## src/rtl/shield_ctrl_pkg.sv

```systemverilog
package shield_ctrl_pkg;
  // register map (8-bit address space)
  localparam logic [7:0] KEY_BASE  = 8'h00;
  localparam logic [7:0] IV_BASE   = 8'h10;
  localparam logic [7:0] CTRL_ADDR = 8'h20;
  localparam logic [7:0] STAT_ADDR = 8'h21;
  localparam logic [7:0] DIV_ADDR  = 8'h22;

  typedef enum logic [0:0] {LD_IDLE = 1'b0, LD_FILL = 1'b1} ld_state_e;
endpackage

```

## src/rtl/shield_byte_loader.sv

```systemverilog
// Assembles a wide word from in-order byte writes and strobes it out.
module shield_byte_loader
  import shield_ctrl_pkg::*;
#(
  parameter int DATA_W = 8,
  parameter int WORD_W = 128,
  parameter int IDX_W  = $clog2(WORD_W / DATA_W)
) (
  input  logic              clk,
  input  logic              rst_n,
  input  logic              wr_hit,
  input  logic [IDX_W-1:0]  wr_off,
  input  logic [DATA_W-1:0] wdata,
  output logic [WORD_W-1:0] word_q,
  output logic              load_o
);
  localparam int NBYTES = WORD_W / DATA_W;
  localparam logic [IDX_W-1:0] LAST_OFF = IDX_W'(NBYTES - 1);

  ld_state_e        st_q;
  logic [IDX_W-1:0] next_q;
  logic             load_q;

  // byte storage: every hit is stored, in order or not
  always_ff @(posedge clk or negedge rst_n) begin
    if (!rst_n) begin
      word_q <= '0;
    end else if (wr_hit) begin
      for (int b = 0; b < NBYTES; b++) begin
        if (wr_off == IDX_W'(b)) word_q[b*DATA_W +: DATA_W] <= wdata;
      end
    end
  end

  // ordering sequencer
  always_ff @(posedge clk or negedge rst_n) begin
    if (!rst_n) begin
      st_q   <= LD_IDLE;
      next_q <= '0;
      load_q <= 1'b0;
    end else begin
      load_q <= 1'b0;
      if (wr_hit) begin
        if (wr_off == '0) begin
          st_q   <= LD_FILL;
          next_q <= IDX_W'(1);
        end else if (st_q == LD_FILL && wr_off == next_q) begin
          if (wr_off == LAST_OFF) begin
            load_q <= 1'b1;
            st_q   <= LD_IDLE;
            next_q <= '0;
          end else begin
            next_q <= next_q + IDX_W'(1);
          end
        end else begin
          st_q   <= LD_IDLE;
          next_q <= '0;
        end
      end
    end
  end

  assign load_o = load_q;
endmodule

```

## src/rtl/shield_rate_div.sv

```systemverilog
// Clock-enable generator: one pulse every DIV+1 cycles while running.
module shield_rate_div #(
  parameter int DIV_W = 8
) (
  input  logic             clk,
  input  logic             rst_n,
  input  logic             run,
  input  logic             restart,
  input  logic [DIV_W-1:0] div_n,
  output logic             tick
);
  logic [DIV_W-1:0] cnt_q;
  logic             at_end;

  assign at_end = (cnt_q == div_n);
  assign tick   = run && at_end;

  always_ff @(posedge clk or negedge rst_n) begin
    if (!rst_n) begin
      cnt_q <= '0;
    end else if (!run || restart || at_end) begin
      cnt_q <= '0;
    end else begin
      cnt_q <= cnt_q + DIV_W'(1);
    end
  end
endmodule

```

## src/rtl/shield_alarm_latch.sv

```systemverilog
// Sticky per-packet alarm capture with write-one-to-clear.
module shield_alarm_latch #(
  parameter int PACKETS = 5
) (
  input  logic               clk,
  input  logic               rst_n,
  input  logic               sample,
  input  logic [PACKETS-1:0] alarm_in,
  input  logic               clr_wr,
  input  logic [PACKETS-1:0] clr_mask,
  output logic [PACKETS-1:0] status_q,
  output logic               any_alarm
);
  for (genvar p = 0; p < PACKETS; p++) begin : g_bit
    always_ff @(posedge clk or negedge rst_n) begin
      if (!rst_n) begin
        status_q[p] <= 1'b0;
      end else if (sample && alarm_in[p]) begin
        status_q[p] <= 1'b1;                // capture wins over clear
      end else if (clr_wr && clr_mask[p]) begin
        status_q[p] <= 1'b0;
      end
    end
  end

  assign any_alarm = |status_q;
endmodule

```

## src/rtl/shield_ctrl_slave.sv

```systemverilog
module shield_ctrl_slave
  import shield_ctrl_pkg::*;
#(
  parameter int ADDR_W  = 8,
  parameter int DATA_W  = 8,
  parameter int KEY_W   = 128,
  parameter int PACKETS = 5,
  parameter int DIV_W   = 8
) (
  input  logic               clk,
  input  logic               rst_n,
  input  logic               wr_en,
  input  logic [ADDR_W-1:0]  addr,
  input  logic [DATA_W-1:0]  wdata,
  output logic [DATA_W-1:0]  rdata,
  input  logic [PACKETS-1:0] alarm_in,
  output logic [KEY_W-1:0]   key_word,
  output logic               key_load,
  output logic [KEY_W-1:0]   iv_word,
  output logic               iv_load,
  output logic               shield_en,
  output logic               tick,
  output logic               alarm_irq
);
  localparam int NBYTES = KEY_W / DATA_W;
  localparam int IDX_W  = $clog2(NBYTES);
  localparam logic [ADDR_W-1:0] A_KEY  = ADDR_W'(KEY_BASE);
  localparam logic [ADDR_W-1:0] A_IV   = ADDR_W'(IV_BASE);
  localparam logic [ADDR_W-1:0] A_CTRL = ADDR_W'(CTRL_ADDR);
  localparam logic [ADDR_W-1:0] A_STAT = ADDR_W'(STAT_ADDR);
  localparam logic [ADDR_W-1:0] A_DIV  = ADDR_W'(DIV_ADDR);

  logic               in_key, in_iv;
  logic [ADDR_W-1:0]  key_rel, iv_rel;
  logic [IDX_W-1:0]   key_off, iv_off;
  logic               en_q;
  logic [DIV_W-1:0]   div_q;
  logic [PACKETS-1:0] stat_q;
  logic               div_wr, stat_wr, ctrl_wr;

  // address decode
  assign key_rel = addr - A_KEY;
  assign iv_rel  = addr - A_IV;
  assign in_key  = (addr >= A_KEY) && (key_rel < ADDR_W'(NBYTES));
  assign in_iv   = (addr >= A_IV)  && (iv_rel  < ADDR_W'(NBYTES));
  assign key_off = key_rel[IDX_W-1:0];
  assign iv_off  = iv_rel[IDX_W-1:0];
  assign ctrl_wr = wr_en && (addr == A_CTRL);
  assign stat_wr = wr_en && (addr == A_STAT);
  assign div_wr  = wr_en && (addr == A_DIV);

  shield_byte_loader #(.DATA_W(DATA_W), .WORD_W(KEY_W), .IDX_W(IDX_W)) u_key_ld (
    .clk(clk), .rst_n(rst_n), .wr_hit(wr_en && in_key), .wr_off(key_off),
    .wdata(wdata), .word_q(key_word), .load_o(key_load)
  );

  shield_byte_loader #(.DATA_W(DATA_W), .WORD_W(KEY_W), .IDX_W(IDX_W)) u_iv_ld (
    .clk(clk), .rst_n(rst_n), .wr_hit(wr_en && in_iv), .wr_off(iv_off),
    .wdata(wdata), .word_q(iv_word), .load_o(iv_load)
  );

  // control and divider registers
  always_ff @(posedge clk or negedge rst_n) begin
    if (!rst_n) begin
      en_q  <= 1'b0;
      div_q <= '0;
    end else begin
      if (ctrl_wr) en_q  <= wdata[0];
      if (div_wr)  div_q <= DIV_W'(wdata);
    end
  end

  assign shield_en = en_q;

  shield_rate_div #(.DIV_W(DIV_W)) u_div (
    .clk(clk), .rst_n(rst_n), .run(en_q), .restart(div_wr),
    .div_n(div_q), .tick(tick)
  );

  shield_alarm_latch #(.PACKETS(PACKETS)) u_alarm (
    .clk(clk), .rst_n(rst_n), .sample(en_q && tick), .alarm_in(alarm_in),
    .clr_wr(stat_wr), .clr_mask(wdata[PACKETS-1:0]),
    .status_q(stat_q), .any_alarm(alarm_irq)
  );

  // read mux; key bytes and unmapped addresses read zero
  always_comb begin
    rdata = '0;
    if (in_iv) begin
      rdata = iv_word[iv_off*DATA_W +: DATA_W];
    end else if (addr == A_CTRL) begin
      rdata = DATA_W'(en_q);
    end else if (addr == A_STAT) begin
      rdata = DATA_W'(stat_q);
    end else if (addr == A_DIV) begin
      rdata = DATA_W'(div_q);
    end
  end
endmodule

```

## config.mk

```make
export PLATFORM = sky130hd
export DESIGN_NAME = shield_ctrl_slave
export DESIGN_NICKNAME = d
export VERILOG_FILES = /design/src/rtl/shield_ctrl_pkg.sv /design/src/rtl/shield_byte_loader.sv /design/src/rtl/shield_rate_div.sv /design/src/rtl/shield_alarm_latch.sv /design/src/rtl/shield_ctrl_slave.sv
export SDC_FILE = /design/constraint.sdc
export NUM_CORES = 1
export LEC_CHECK = 0
export BUFFER_PORTS_ARGS = -buffer_cell sky130_fd_sc_hd__buf_2
export CORE_AREA = 4 4 153 155
export CTS_CLUSTER_DIAMETER = 40
export CTS_CLUSTER_SIZE = 12
export DETAILED_ROUTE_END_ITERATION = 10
export DIE_AREA = 0 0 157 159
export PLACE_DENSITY = 0.95
export SETUP_SLACK_MARGIN = 0.02
export SLEW_MARGIN = 40
export SYNTH_ARGS = -nofsm -noshare
export SYNTH_HDL_FRONTEND = slang
export SYNTH_SLANG_ARGS = --single-unit
```

## constraint.sdc

```tcl
create_clock -name clk -period 3.8 [get_ports clk]
set_clock_uncertainty 0.15 [all_clocks]
set_input_delay 0.19 -clock clk [delete_from_list [all_inputs] [get_ports clk]]
set_output_delay 0.19 -clock clk [all_outputs]
set_load 0.1 [all_outputs]
```

==> metrics.cfg <==
[floorplan]
rows=54
die_y_um=159
io_pins=293
fp.dieW_um=157
die-area_um2=24960
start_util_pct=57.47
core_area_um2=21820

[logic_synthesis]
avgSynthCellArea_um2=14.63
yosysSeqAreaShare_pct=57.86
synthCells=857
synth_edf_count=0
postSynth.asyncResetShare_pct=100.0
synth_commonest_cells=dfrtp_1, mux2_2, clkbuf_1
ys.flop_type=dfrtp_1
yosys_warnings=0
yosysTopAreaCell=dfrtp_1
synth.distinct_cells=43
synth_nets=884
synthTopCellsByArea=dfrtp_1, mux2_2, mux4_2, xnor2_1, clkbuf_1
synth_top_area_share_pct=57.86
yosysMostFrequentCell=dfrtp_1
syn_area_um2=12540
synth-seq-cells=290

[sta]
relSlewSlack_pct=43.83
fmax_mhz=349.3
rsz0062_at_grt=false
drv_slew=0
timing.final.crit_share_pct=75.34
tns_ns=0
fin_crit_ns=2.863
hold_viol_final=3
final-setup-viol-count=0
worst_pin_slew_ns=0.8425
hold_slack_ns=-0.003261

[setup_path]
r2r-start=u_iv_ld.next_q[1]$_DFFE_PN0P_
cp-end-kind=primary output
startpoint_type=input port
required_ns=3.46
startpoint=addr[4]
cp_max_fo=9
cp.arrival_ns=2.52
rrSetupSlack_ns=1.81
critical_path_class=in -> out

[detailed_routing]
wire_per_inst_um=25.80
via_count=9061
firstDrtPassIters=5
wirelength_um=37980
viasPerCell=6.156
drc=0
ant_nets=0
drt_iter0_drc=785

[placed_design]
dp_hpwl_um=25110
post-place-cells=1396
place.gp.congestion=0.8895
io_buffers=292

[cts]
worstSkewPairLatency_ns=0.51
numCtsBuffers=38
h-tree-depth=2
clk_pin_slew_ns=0.06
cts_tree=done
postCtsResizedCells=0
cts_buffer_depth=3
cts-root-buf=clkbuf_16
cts_num_sinks=290

[pwr]
vdd_drop_max_mv=0.5582
p_leak_uw=0.008459
power_density_nw_per_um2=553.5

[finish]
syn2layout_area_growth_pct=25.26
drive_gt1_share_pct=58.39
antenna_cells=0
layout.nets=1192
final_cells=1472

[run_status]
run_status=complete, but fails checks
violations=negative hold slack

[global_route]
grt_antenna_before_repair=0
grt_pass1_wl_um=58620
grt_max_degree=102
grt_pass1_vias=9736
grt-ovfl-total=0
track_usage_pct=30.47

[worst_hold_path]
hp-class=in -> async

[run]
maxCapViolCount=0

==> report_power, final <==
group	leakage, uW	total (uW)	switching, uW	internal (uW)
combinational	0.00385	1700	1380	325
clock	0.000619	3580	1390	2200
sequential	0.00399	3410	147	3270
==> cells in the final DEF (no fill, tap or decap), types with 4 or more instances in the layout <==
master	netlist	layout
a22o_1	5	5
a22oi_1	8	8
buf_2	11	289
buf_4	0	14
bufinv_16	0	4
clkbuf_1	33	4
clkbuf_16	0	38
clkinv_2	0	5
dfrtp_1	290	290
dlygate4sd3_1	0	8
inv_1	5	5
inv_6	0	5
mux2_2	274	274
mux2i_1	12	12
mux4_2	28	28
nand2_1	32	32
nand2_2	16	16
nand2b_1	4	4
nand3_1	16	16
nand4_1	4	4
nor2_1	27	27
nor3_1	11	10
o211ai_1	12	12
xnor2_1	16	16
xor2_1	8	8
==> worst max-delay path, stage by stage <==
cell,delay [ns]
dlygate4sd3_1,0.53
buf_2,0.13
nand2b_1,0.24
nor4_1,0.26
buf_4,0.22
o211ai_1,0.23
o211ai_1,0.21
buf_2,0.48
==> path summary, 6_finish.rpt <==
| check | end | depth (start not counted) |
|---|---|---|
| setup / recovery | rdata[2] | 8 |
| max in group asynchronous | u_key_ld.word_q[72]$_DFFE_PN0P_ | 4 |
| min in group clk | u_alarm.status_q[0]$_DFFE_PN0P_ | 3 |
| hold reg to reg | u_key_ld.word_q[120]$_DFFE_PN0P_ | 1 |
| hold / removal | u_key_ld.word_q[27]$_DFFE_PN0P_ | 2 |
| setup reg to reg | u_iv_ld.next_q[0]$_DFFE_PN0P_ | 4 |
==> sequential cells by signal (all words and copies together), names as in the netlist <==
name / cells
u_iv_ld.load_o: 1
u_iv_ld.word_q: 128
u_key_ld.st_q: 1
shield_en: 1
div_q: 8
u_key_ld.word_q: 128
u_iv_ld.next_q: 4
u_key_ld.next_q: 4
u_alarm.status_q: 5
u_div.cnt_q: 8
u_key_ld.load_o: 1
u_iv_ld.st_q: 1
==> per-stage QoR <==
| stage | util, % | hold WS, ns | setup WS (ns) | area, um^2 | power [uW] |
|---|---|---|---|---|---|
| 2_1_floorplan | - | -0.2556 | 0.7331 | 12550 | 4754 |
| 5_1_grt | 71.99 | 0.003611 | 0.9113 | 15710 | 8961 |
| 4_1_cts | 71.84 | 0.08059 | 1.005 | 15680 | 8715 |
| 6_report | 71.99 | -0.003261 | 0.9370 | 15710 | 8695 |
| 3_5_place_dp | 65.64 | 0.1413 | 0.8784 | 14330 | 5144 |
| 3_3_place_gp | 65.64 | 0.1323 | 1.038 | 14330 | 5106 |
==> layout make-up <==
class	instances	area, um^2
Multi-Input combinational cell	514	5077
Sequential cell	290	7257
Timing Repair Buffer	316	1734
Clock buffer	45	1007
Fill cell	1376	6113
Clock inverter	22	265.3
Inverter	5	18.77
Tap cell	280	350.3
==> metal layers <==
layer	wire [um]	GRT usage, %	part of all wire (%)	up-vias
li1	-	-	-	3746
met1	14590	39.31	38	4688
met2	18620	49.92	49	532
met3	3587	8.345	9.4	95
met4	1188	10.57	3.1	0
met5	0	0	0	-
==> cells by family (layout without fill, tap and decap cells) <==
group | after synthesis | after routing | synth area share (%)
mux | 314 | 314 | 30.59
flops | 290 | 290 | 57.86
simple gates | 135 | 135 | 5.607
buf+inv | 53 | 388 | 1.696
compound gates | 38 | 38 | 2.275
xor+xnor | 24 | 24 | 1.676
fa+ha+maj | 3 | 3 | 0.2993
==> repair_timing <==
item / CTS / global route
setup buffers: 0 / 0
hold buffers: 8 / 0
hold endpoints to repair: 104 / 0
Power figures use the tool's default switching activity.
